--- src/rtl/pirq_pkg.sv ---
package pirq_pkg;

  localparam int MODE_W = 4;

  typedef enum logic [MODE_W-1:0] {
    MODE_OFF    = 4'h0,
    MODE_LVL_LO = 4'h8,
    MODE_RISE   = 4'h9,
    MODE_FALL   = 4'hA,
    MODE_BOTH   = 4'hB,
    MODE_LVL_HI = 4'hC
  } pirq_mode_e;

  // Condition evaluation for one pin; unlisted codes yield no event.
  function automatic logic pirq_hit(logic [MODE_W-1:0] mode, logic cur, logic prev);
    logic hit;
    hit = 1'b0;
    case (mode)
      MODE_LVL_LO: hit = ~cur;
      MODE_RISE:   hit = cur & ~prev;
      MODE_FALL:   hit = ~cur & prev;
      MODE_BOTH:   hit = cur ^ prev;
      MODE_LVL_HI: hit = cur;
      default:     hit = 1'b0;
    endcase
    return hit;
  endfunction

endpackage

--- src/rtl/pirq_rst_sync.sv ---
module pirq_rst_sync #(
  parameter int STAGES = 2
) (
  input  logic clk,
  input  logic arst_n,
  output logic rst_sync_n
);

  logic [STAGES-1:0] sync_d;
  logic [STAGES-1:0] sync_q;

  always_comb begin
    sync_d = {sync_q[STAGES-2:0], 1'b1};
  end

  always_ff @(posedge clk or negedge arst_n) begin
    if (!arst_n) begin
      sync_q <= '0;
    end else begin
      sync_q <= sync_d;
    end
  end

  assign rst_sync_n = sync_q[STAGES-1];

endmodule

--- src/rtl/pirq_cfg_regs.sv ---
module pirq_cfg_regs
  import pirq_pkg::*;
#(
  parameter int NUM_PINS = 32,
  parameter int ADDR_W   = 8
) (
  input  logic                             clk,
  input  logic                             rst_n,
  input  logic                             wr_i,
  input  logic [ADDR_W-1:0]                addr_i,
  input  logic [MODE_W-1:0]                mode_wdata_i,
  output logic [NUM_PINS-1:0][MODE_W-1:0]  mode_o
);

  logic [NUM_PINS-1:0][MODE_W-1:0] mode_d;
  logic [NUM_PINS-1:0][MODE_W-1:0] mode_q;
  logic [NUM_PINS-1:0]             mode_en;

  for (genvar gi = 0; gi < NUM_PINS; gi++) begin : g_pin
    localparam logic [ADDR_W-1:0] PIN_ADDR = ADDR_W'(4 * gi);

    always_comb begin
      mode_en[gi] = wr_i && (addr_i == PIN_ADDR);
      mode_d[gi]  = mode_wdata_i;
    end

    always_ff @(posedge clk or negedge rst_n) begin
      if (!rst_n) begin
        mode_q[gi] <= '0;
      end else if (mode_en[gi]) begin
        mode_q[gi] <= mode_d[gi];
      end
    end


    mask_write_chk: assert property (@(posedge clk) disable iff (!rst_n)
      (wr_i && addr_i == PIN_ADDR && mode_wdata_i == '0) |=> (mode_o[gi] == '0));


    other_pin_hold_chk: assert property (@(posedge clk) disable iff (!rst_n)
      (!wr_i || addr_i != PIN_ADDR) |=> $stable(mode_o[gi]));
  end

  assign mode_o = mode_q;

endmodule

--- src/rtl/pirq_event_detect.sv ---
module pirq_event_detect
  import pirq_pkg::*;
#(
  parameter int NUM_PINS = 32
) (
  input  logic                             clk,
  input  logic                             rst_n,
  input  logic [NUM_PINS-1:0]              pin_i,
  input  logic [NUM_PINS-1:0][MODE_W-1:0]  mode_i,
  output logic [NUM_PINS-1:0]              evt_o
);

  logic [NUM_PINS-1:0] prev_d;
  logic [NUM_PINS-1:0] prev_q;
  logic                prev_en;

  always_comb begin
    prev_en = 1'b1;
    prev_d  = pin_i;
  end

  always_ff @(posedge clk or negedge rst_n) begin
    if (!rst_n) begin
      prev_q <= '0;
    end else if (prev_en) begin
      prev_q <= prev_d;
    end
  end

  for (genvar gi = 0; gi < NUM_PINS; gi++) begin : g_pin
    always_comb begin
      evt_o[gi] = pirq_hit(mode_i[gi], pin_i[gi], prev_q[gi]);
    end


    off_quiet_chk: assert property (@(posedge clk) disable iff (!rst_n)
      (mode_i[gi] == MODE_OFF) |-> !evt_o[gi]);


    lvl_hi_evt_chk: assert property (@(posedge clk) disable iff (!rst_n)
      (mode_i[gi] == MODE_LVL_HI && pin_i[gi]) |-> evt_o[gi]);


    lvl_lo_evt_chk: assert property (@(posedge clk) disable iff (!rst_n)
      (mode_i[gi] == MODE_LVL_LO && !pin_i[gi]) |-> evt_o[gi]);


    rise_steady_chk: assert property (@(posedge clk) disable iff (!rst_n)
      (mode_i[gi] == MODE_RISE && $stable(pin_i[gi]) && $stable(prev_q[gi])
       && prev_q[gi] == pin_i[gi]) |-> !evt_o[gi]);
  end

endmodule

--- src/rtl/pirq_flag_bank.sv ---
module pirq_flag_bank #(
  parameter int NUM_PINS = 32
) (
  input  logic                clk,
  input  logic                rst_n,
  input  logic [NUM_PINS-1:0] evt_i,
  input  logic [NUM_PINS-1:0] clr_i,
  output logic [NUM_PINS-1:0] flag_o,
  output logic                irq_o
);

  logic [NUM_PINS-1:0] flag_d;
  logic [NUM_PINS-1:0] flag_q;
  logic                flag_en;
  logic                irq_d;
  logic                irq_q;

  always_comb begin
    flag_en = (|clr_i) || (|evt_i);
    flag_d  = (flag_q & ~clr_i) | evt_i;
    irq_d   = |flag_q;
  end

  always_ff @(posedge clk or negedge rst_n) begin
    if (!rst_n) begin
      flag_q <= '0;
    end else if (flag_en) begin
      flag_q <= flag_d;
    end
  end

  always_ff @(posedge clk or negedge rst_n) begin
    if (!rst_n) begin
      irq_q <= 1'b0;
    end else begin
      irq_q <= irq_d;
    end
  end

  assign flag_o = flag_q;
  assign irq_o  = irq_q;

  for (genvar gi = 0; gi < NUM_PINS; gi++) begin : g_bit

    evt_wins_chk: assert property (@(posedge clk) disable iff (!rst_n)
      evt_i[gi] |=> flag_q[gi]);


    w1c_clear_chk: assert property (@(posedge clk) disable iff (!rst_n)
      (clr_i[gi] && !evt_i[gi]) |=> !flag_q[gi]);


    no_spurious_set_chk: assert property (@(posedge clk) disable iff (!rst_n)
      (!flag_q[gi] && !evt_i[gi]) |=> !flag_q[gi]);
  end


  irq_idle_chk: assert property (@(posedge clk) disable iff (!rst_n)
    (flag_q == '0) |=> !irq_q);


  irq_active_chk: assert property (@(posedge clk) disable iff (!rst_n)
    (flag_q != '0) |=> irq_q);

endmodule

--- src/rtl/pirq_detector.sv ---
module pirq_detector
  import pirq_pkg::*;
#(
  parameter int                NUM_PINS  = 32,
  parameter int                ADDR_W    = 8,
  parameter int                DATA_W    = 32,
  parameter int                MODE_LSB  = 16,
  parameter logic [ADDR_W-1:0] FLAG_ADDR = 8'hA0
) (
  input  logic                clk,
  input  logic                rst_n,
  input  logic [ADDR_W-1:0]   reg_addr,
  input  logic                reg_wr,
  input  logic [DATA_W-1:0]   reg_wdata,
  output logic [DATA_W-1:0]   reg_rdata,
  input  logic [NUM_PINS-1:0] pin_in,
  output logic                irq_out
);

  localparam int                PIN_IDX_W  = $clog2(NUM_PINS);
  localparam logic [ADDR_W-1:0] CTRL_LIMIT = ADDR_W'(4 * NUM_PINS);

  logic                            rst_sync_n;
  logic [NUM_PINS-1:0][MODE_W-1:0] mode_bus;
  logic [NUM_PINS-1:0]             evt_bus;
  logic [NUM_PINS-1:0]             clr_bus;
  logic [NUM_PINS-1:0]             flag_bus;
  logic [PIN_IDX_W-1:0]            rd_idx;
  logic                            rd_ctrl_hit;

  pirq_rst_sync #(.STAGES(2)) u_rst_sync (
    .clk        (clk),
    .arst_n     (rst_n),
    .rst_sync_n (rst_sync_n)
  );

  pirq_cfg_regs #(.NUM_PINS(NUM_PINS), .ADDR_W(ADDR_W)) u_cfg (
    .clk          (clk),
    .rst_n        (rst_sync_n),
    .wr_i         (reg_wr),
    .addr_i       (reg_addr),
    .mode_wdata_i (reg_wdata[MODE_LSB +: MODE_W]),
    .mode_o       (mode_bus)
  );

  pirq_event_detect #(.NUM_PINS(NUM_PINS)) u_detect (
    .clk    (clk),
    .rst_n  (rst_sync_n),
    .pin_i  (pin_in),
    .mode_i (mode_bus),
    .evt_o  (evt_bus)
  );

  always_comb begin
    clr_bus = '0;
    if (reg_wr && reg_addr == FLAG_ADDR) begin
      clr_bus = reg_wdata[NUM_PINS-1:0];
    end
  end

  pirq_flag_bank #(.NUM_PINS(NUM_PINS)) u_flags (
    .clk    (clk),
    .rst_n  (rst_sync_n),
    .evt_i  (evt_bus),
    .clr_i  (clr_bus),
    .flag_o (flag_bus),
    .irq_o  (irq_out)
  );

  always_comb begin
    rd_idx      = reg_addr[2 +: PIN_IDX_W];
    rd_ctrl_hit = (reg_addr[1:0] == 2'b00) && (reg_addr < CTRL_LIMIT);
    reg_rdata   = '0;
    if (reg_addr == FLAG_ADDR) begin
      reg_rdata[NUM_PINS-1:0] = flag_bus;
    end else if (rd_ctrl_hit) begin
      reg_rdata[MODE_LSB +: MODE_W] = mode_bus[rd_idx];
    end
  end

endmodule

--- config.mk ---
export PLATFORM = sky130hd
export DESIGN_NAME = pirq_detector
export DESIGN_NICKNAME = d
export VERILOG_FILES = /design/src/rtl/pirq_pkg.sv /design/src/rtl/pirq_rst_sync.sv /design/src/rtl/pirq_cfg_regs.sv /design/src/rtl/pirq_event_detect.sv /design/src/rtl/pirq_flag_bank.sv /design/src/rtl/pirq_detector.sv
export SDC_FILE = /design/constraint.sdc
export NUM_CORES = 1
export LEC_CHECK = 0
export CAP_MARGIN = 20
export CORE_ASPECT_RATIO = 0.75
export CORE_MARGIN = 1
export CORE_UTILIZATION = 65
export CTS_BUF_LIST = sky130_fd_sc_hd__clkbuf_8
export DETAILED_ROUTE_END_ITERATION = 8
export GPL_TIMING_DRIVEN = 1
export PLACE_DENSITY = 0.94
export SYNTH_ARGS = -nofsm -noshare
export SYNTH_HDL_FRONTEND = slang
export SYNTH_HIERARCHICAL = 1
export SYNTH_SLANG_ARGS = --single-unit
--- constraint.sdc ---
create_clock -name clk -period 13.9 [get_ports clk]
set_input_delay 2.78 -clock clk [delete_from_list [all_inputs] [get_ports clk]]
set_output_delay 2.78 -clock clk [all_outputs]
set_load 0.005 [all_outputs]
==> results of run 1 <==
per-stage QoR:
step	worst slack [ps]	cell area (um^2)
6_report	4720	13600
5_1_grt	4550	13600
4_1_cts	4740	13600
3_5_place_dp	4750	13200
3_3_place_gp	4870	13200
2_1_floorplan	7200	12000
state kept, by name (all words and copies together) (netlist names):
register / count
u_flags/irq_o: 1
u_cfg/mode_o: 128
u_rst_sync/sync_q: 2
u_flags/flag_o: 32
u_detect/prev_q: 32
power by group through the flow:
| stage | sequential (uW) | combinational [uW] | clock, uW |
|---|---|---|---|
| detailed placement | 712 | 191 | 0 |
| floorplan | 686 | 126 | 0 |
| global route | 711 | 213 | 413 |
| finish | 704 | 197 | 390 |
| CTS | 701 | 193 | 393 |
| global placement | 708 | 180 | 0 |
cell type report:
cell class,count,area [um^2]
Tap cell,242,303
Clock buffer,18,248
Multi-Input combinational cell,682,6290
Fill cell,1099,4210
Sequential cell,195,4880
Timing Repair Buffer,119,1180
Inverter,145,544
Clock inverter,14,164
logic make-up after synthesis:
family	Yosys count	share of synthesized area [%]
DFF	195	40.8
muxes	208	20.6
and+or+nand+nor	256	15.2
AOI/OAI and AO/OA	122	7.75
xor gates and xnor gates	31	2.27
buffers and inverters	187	6.67
other	1	0.0313
adders and majority gates	64	6.69
layer usage:
metal	vias up	global-route usage, %
met5	-	0
li1	3944	-
met1	4493	47.7
met2	427	51.6
met3	58	7.22
met4	0	10.2
cell usage after synthesis, drive strengths merged, types with 11 or more instances:
cell type | number | share of area [%]
a21oi | 13 | 0.54
xor2 | 30 | 2.2
and3 | 32 | 1.7
nor2 | 13 | 0.41
nor3b | 24 | 1.5
and2 | 30 | 1.6
mux2i | 64 | 5.4
a32o | 24 | 2.0
nand2b | 15 | 0.78
mux4 | 16 | 3.2
inv | 145 | 4.5
o21ai | 24 | 1.0
nand3 | 18 | 0.75
clkbuf | 16 | 0.51
dfrtp | 195 | 41
nand2 | 17 | 0.53
ha | 64 | 6.7
nand4 | 11 | 0.58
mux2 | 128 | 12
nor3 | 14 | 1.8
nand3b | 24 | 1.5
a22oi | 12 | 0.75
a21o | 32 | 2.0
buf | 26 | 1.6
final timing paths:
path | cells after the start | endpoint
worst max register to register | 2 | u_cfg/mode_o[26]$_DFFE_PN0P_
worst min register to register | 0 | u_rst_sync/sync_q[1]$_DFF_PN0_
worst min-delay path | 0 | u_rst_sync/sync_q[1]$_DFF_PN0_
max in group asynchronous | 2 | u_cfg/mode_o[26]$_DFFE_PN0P_
min in group asynchronous | 0 | u_flags/flag_o[29]$_DFFE_PN0P_
worst max-delay path | 9 | reg_rdata[19]
==> results.tsv, run 1 <==
metric	value	unit
crit start category	input port	
cells after synthesis	1064	
Die ar.	19000	um^2
PwrDens	94.8	nW/um^2
Post-CTS Setup Bufs	0	
final wirelength	30.3	mm
Critical-path top delay cell	and2b_1	
Post-Syn Area	12000	um^2
via count	8922	
Placer Congestion	0.977	
initial cell density of the core	67.2	%
peak supply drop	0.0000712	V
total core area	17800	um^2
WP data arrival	6400	ps
YS warnings	6	
GRT Util Overall	33.5	%
vias per inst	6.31	
CP peak stage delay	590	ps
Clk pwr share	30.2	%
Critical Path RT	11120	ps
worst min path class	flip-flop to flip-flop	
highest routed layer	met4	
Sw Share	30.3	%
worst slew pin tran	932	ps
TritonCTS clock tree	done	
CTS root buf	clkbuf_8	
dpl cells	1382	
Non-Filler Instances	1415	
combinational cell fraction of total power	15.2	%
initial DRC count	981	
Final Critical Period	9180	ps
RSZ-0062 raised after global routing	false	
Synth Area per Inst	11.2	um^2
final period utilization	66.1	%
n_diodes	0	
Final TNS setup	0	ps
CTS max path bufs	2	
clock sink count	195	
top achievable clock speed	109	MHz
FP Rows	42	
Met2 Routed Length	14.1	mm
maxcap violations	0	
worst skew pair latency	500	ps
WL met1	13.1	mm
Final Net Count	1299	
largest net degree at the start of global routing	73	
Hold Slack	366	ps
overall power	1290	uW
WL/cell	21.4	um
Slew Viols, Final	0	
DP HPWL	21.5	mm
Post-Route Utilization	76.4	%
post-cts resize count	0	
Hold Buf Count CTS	0	
status	finished clean	
synthesized flop and latch total	195	
Clock Skews	23.1	ps
Sw Pwr	391	uW
antenna viol nets, final	0	
Synth Net Count	1203	
global-route wire length before repair	47.7	mm
Seq pwr share	54.5	%
port bufs	107	
I/O Pins	108	
relative slew slack	37.9	%
antenna violations before repair	0	
CP Capture Type	output port	
register area share after synthesis	40.8	%
CTS buffer count	17	
Area Growth Syn to Fin	13.7	%
Die Height	120	um
DRT Pass-1 Iters	6	
Unique masters post-synth	63	
ratio of cells with drive above 1 in the final layout	17.6	%
CTS H-tree depth	4	
internal power	900	uW
commonest non-fill, non-tap cells in the layout	dfrtp_1, inv_1, mux2_2	
r2r setup slk	11310	ps
Synth Flop Type	dfrtp_1	
CP bufs+invs	4	
CTS clock-pin slew for the worst setup and hold paths	100	ps
Crit Path Category	input port to output port	
die width	159	um
Pleak	0.00658	uW
Worst setup startpoint	reg_addr[5]	
final setup fails	0	
Fin. Hold Viols	0	
r2r startpoint	u_rst_sync/sync_q[1]$_DFF_PN0_	
Synth async-reset ratio	100	%
worst-path fanout max	38	
most common cell after layout, fill and taps aside	dfrtp_1	
GRT overflow	0	
number of synthesized flops with an enable pin	0	
number of global-route vias before repair	8977	
CP delay by family, top	buffers and inverters	
Worst Min Path Start	u_rst_sync/sync_q[0]$_DFF_PN0_	
WL met3	2.44	mm
crit path cell chain	clkdlybuf4s50_1, buf_4, nor2b_2, and4_1, and2b_1, buf_4, a21oi_1, a2111oi_2, clkdlybuf4s50_1	
DRC viols	0	
(Power assumes the default switching activity.)
==> inputs of run 2 (changes only) <==
--- a/config.mk
+++ b/config.mk
@@ -8,11 +8,11 @@
 export CAP_MARGIN = 20
 export CORE_ASPECT_RATIO = 0.75
 export CORE_MARGIN = 1
-export CORE_UTILIZATION = 65
+export CORE_UTILIZATION = 60
 export CTS_BUF_LIST = sky130_fd_sc_hd__clkbuf_8
 export DETAILED_ROUTE_END_ITERATION = 8
 export GPL_TIMING_DRIVEN = 1
-export PLACE_DENSITY = 0.94
+export PLACE_DENSITY = 0.88
 export SYNTH_ARGS = -nofsm -noshare
 export SYNTH_HDL_FRONTEND = slang
 export SYNTH_HIERARCHICAL = 1
==> constraint.sdc (replaced) <==
create_clock -name clk -period 8.95 [get_ports clk]
set_input_delay 1.79 -clock clk [delete_from_list [all_inputs] [get_ports clk]]
set_output_delay 1.79 -clock clk [all_outputs]
set_load 0.005 [all_outputs]
==> results.tsv, run 2 (same netlist as run 1, synthesis figures left out) <==
metric	value	unit
CP Capture Type	output port	
antenna viol nets, final	0	
Final Net Count	1300	
FP Rows	44	
final period utilization	78.4	%
antenna violations before repair	0	
n_diodes	0	
Post-Route Utilization	70.2	%
peak supply drop	0.0000898	V
Critical Path RT	7160	ps
Final TNS setup	0	ps
total core area	19400	um^2
Pleak	0.00660	uW
initial cell density of the core	61.6	%
final wirelength	30.0	mm
fill cell count	1380	
RSZ-0062 raised after global routing	false	
global-route wire length before repair	47.7	mm
crit start category	input port	
commonest non-fill, non-tap cells in the layout	dfrtp_1, inv_1, mux2_2	
dpl cells	1394	
DRT Pass-1 Iters	7	
post-cts resize count	0	
CTS max path bufs	2	
Fin. Hold Viols	0	
CTS root buf	clkbuf_8	
die width	165	um
Critical-path top delay cell	and2b_1	
Hold Buf Count CTS	0	
CP peak stage delay	760	ps
top achievable clock speed	143	MHz
Crit Path Category	input port to output port	
max reg flops	128	
maxcap violations	0	
worst-path fanout max	34	
Post-CTS Setup Bufs	0	
relative slew slack	27.2	%
TritonCTS clock tree	done	
Area Growth Syn to Fin	14.0	%
DRC viols	0	
Die ar.	20500	um^2
design area	13600	um^2
status	finished clean	
PwrDens	148	nW/um^2
GRT overflow	0	
cell repeated most along the worst path	clkdlybuf4s50_1	
CTS H-tree depth	4	
GRT Util Overall	30.7	%
CTS clock-pin slew for the worst setup and hold paths	110	ps
port bufs	107	
WL/cell	21.0	um
Slew Viols, Final	0	
Placer Congestion	0.948	
worst skew pair latency	490	ps
worst min path class	flip-flop to asynchronous set/reset pin	
via count	8775	
final setup fails	0	
Non-Filler Instances	1427	
I/O Pins	108	
number of global-route vias before repair	8831	
Final Critical Period	7010	ps
WP data arrival	5220	ps
most common cell after layout, fill and taps aside	dfrtp_1	
initial DRC count	799	
vias per inst	6.15	
overall power	2020	uW
crit path cell chain	clkdlybuf4s50_1, buf_4, nor2b_2, and4_1, and2b_1, a21oi_1, a2111oi_2, clkdlybuf4s50_1	
Die Height	124	um
clock sink count	195	
DP HPWL	21.2	mm
Clock Skews	19.2	ps
largest net degree at the start of global routing	76	
placed inst area	13200	um^2
worst slew pin tran	1090	ps
ratio of cells with drive above 1 in the final layout	17.7	%
CTS buffer count	17	
[run 2: where the power goes]
part | internal, uW | leakage, uW | switching [uW] | total, uW
clock network | 284 | 0.000207 | 343 | 627
registers | 976 | 0.00255 | 113 | 1090
logic | 157 | 0.00383 | 146 | 303
total | 1420 | 0.00660 | 603 | 2020
[run 2: critical path, delay by kind of cell]
family	cells	cell delay, ps
AOI/OAI and AO/OA	2	640
buffers and inverters	3	1400
and+or+nand+nor	3	1370
[run 2: layer usage]
layer	track usage, %	vias to the layer above	part of all wire (%)
met4	11.3	0	2.8
met3	8.39	61	8.8
met2	44.9	379	44
met1	43.5	4365	44
met5	0	-	0
li1	-	3970	-
[run 2: final cells by class]
type / instances / area [um^2] / area share (%)
repair buffers: 120 / 1180 / 8.68
flip-flops and latches: 195 / 4880 / 35.8
well taps: 253 / 317 / 2.32
multi-input cells: 682 / 6290 / 46.1
inverters: 145 / 544 / 3.99
clock inverters: 15 / 193 / 1.41
clock buffers: 17 / 234 / 1.71
[run 2: path summary, 6_finish.rpt]
path,startpoint,end,slack [ps],cells after the start
setup / recovery,reg_addr[5],reg_rdata[18],1940,8
hold / removal,u_rst_sync/sync_q[1]$_DFF_PN0_,u_flags/flag_o[1]$_DFFE_PN0P_,250,0
setup reg to reg,u_rst_sync/sync_q[1]$_DFF_PN0_,u_cfg/mode_o[3]$_DFFE_PN0P_,7120,2
hold reg to reg,u_rst_sync/sync_q[1]$_DFF_PN0_,u_flags/flag_o[1]$_DFFE_PN0P_,250,0
max in group asynchronous,u_rst_sync/sync_q[1]$_DFF_PN0_,u_cfg/mode_o[3]$_DFFE_PN0P_,7120,2
min in group clk,u_rst_sync/sync_q[0]$_DFF_PN0_,u_rst_sync/sync_q[1]$_DFF_PN0_,360,0
[run 2: stage by stage]
stage	hold WS [ps]	worst slack, ps
finish	248	1940
global route	283	1820
CTS	365	2000
detailed placement	339	2040
global placement	336	2200
floorplan	331	3110
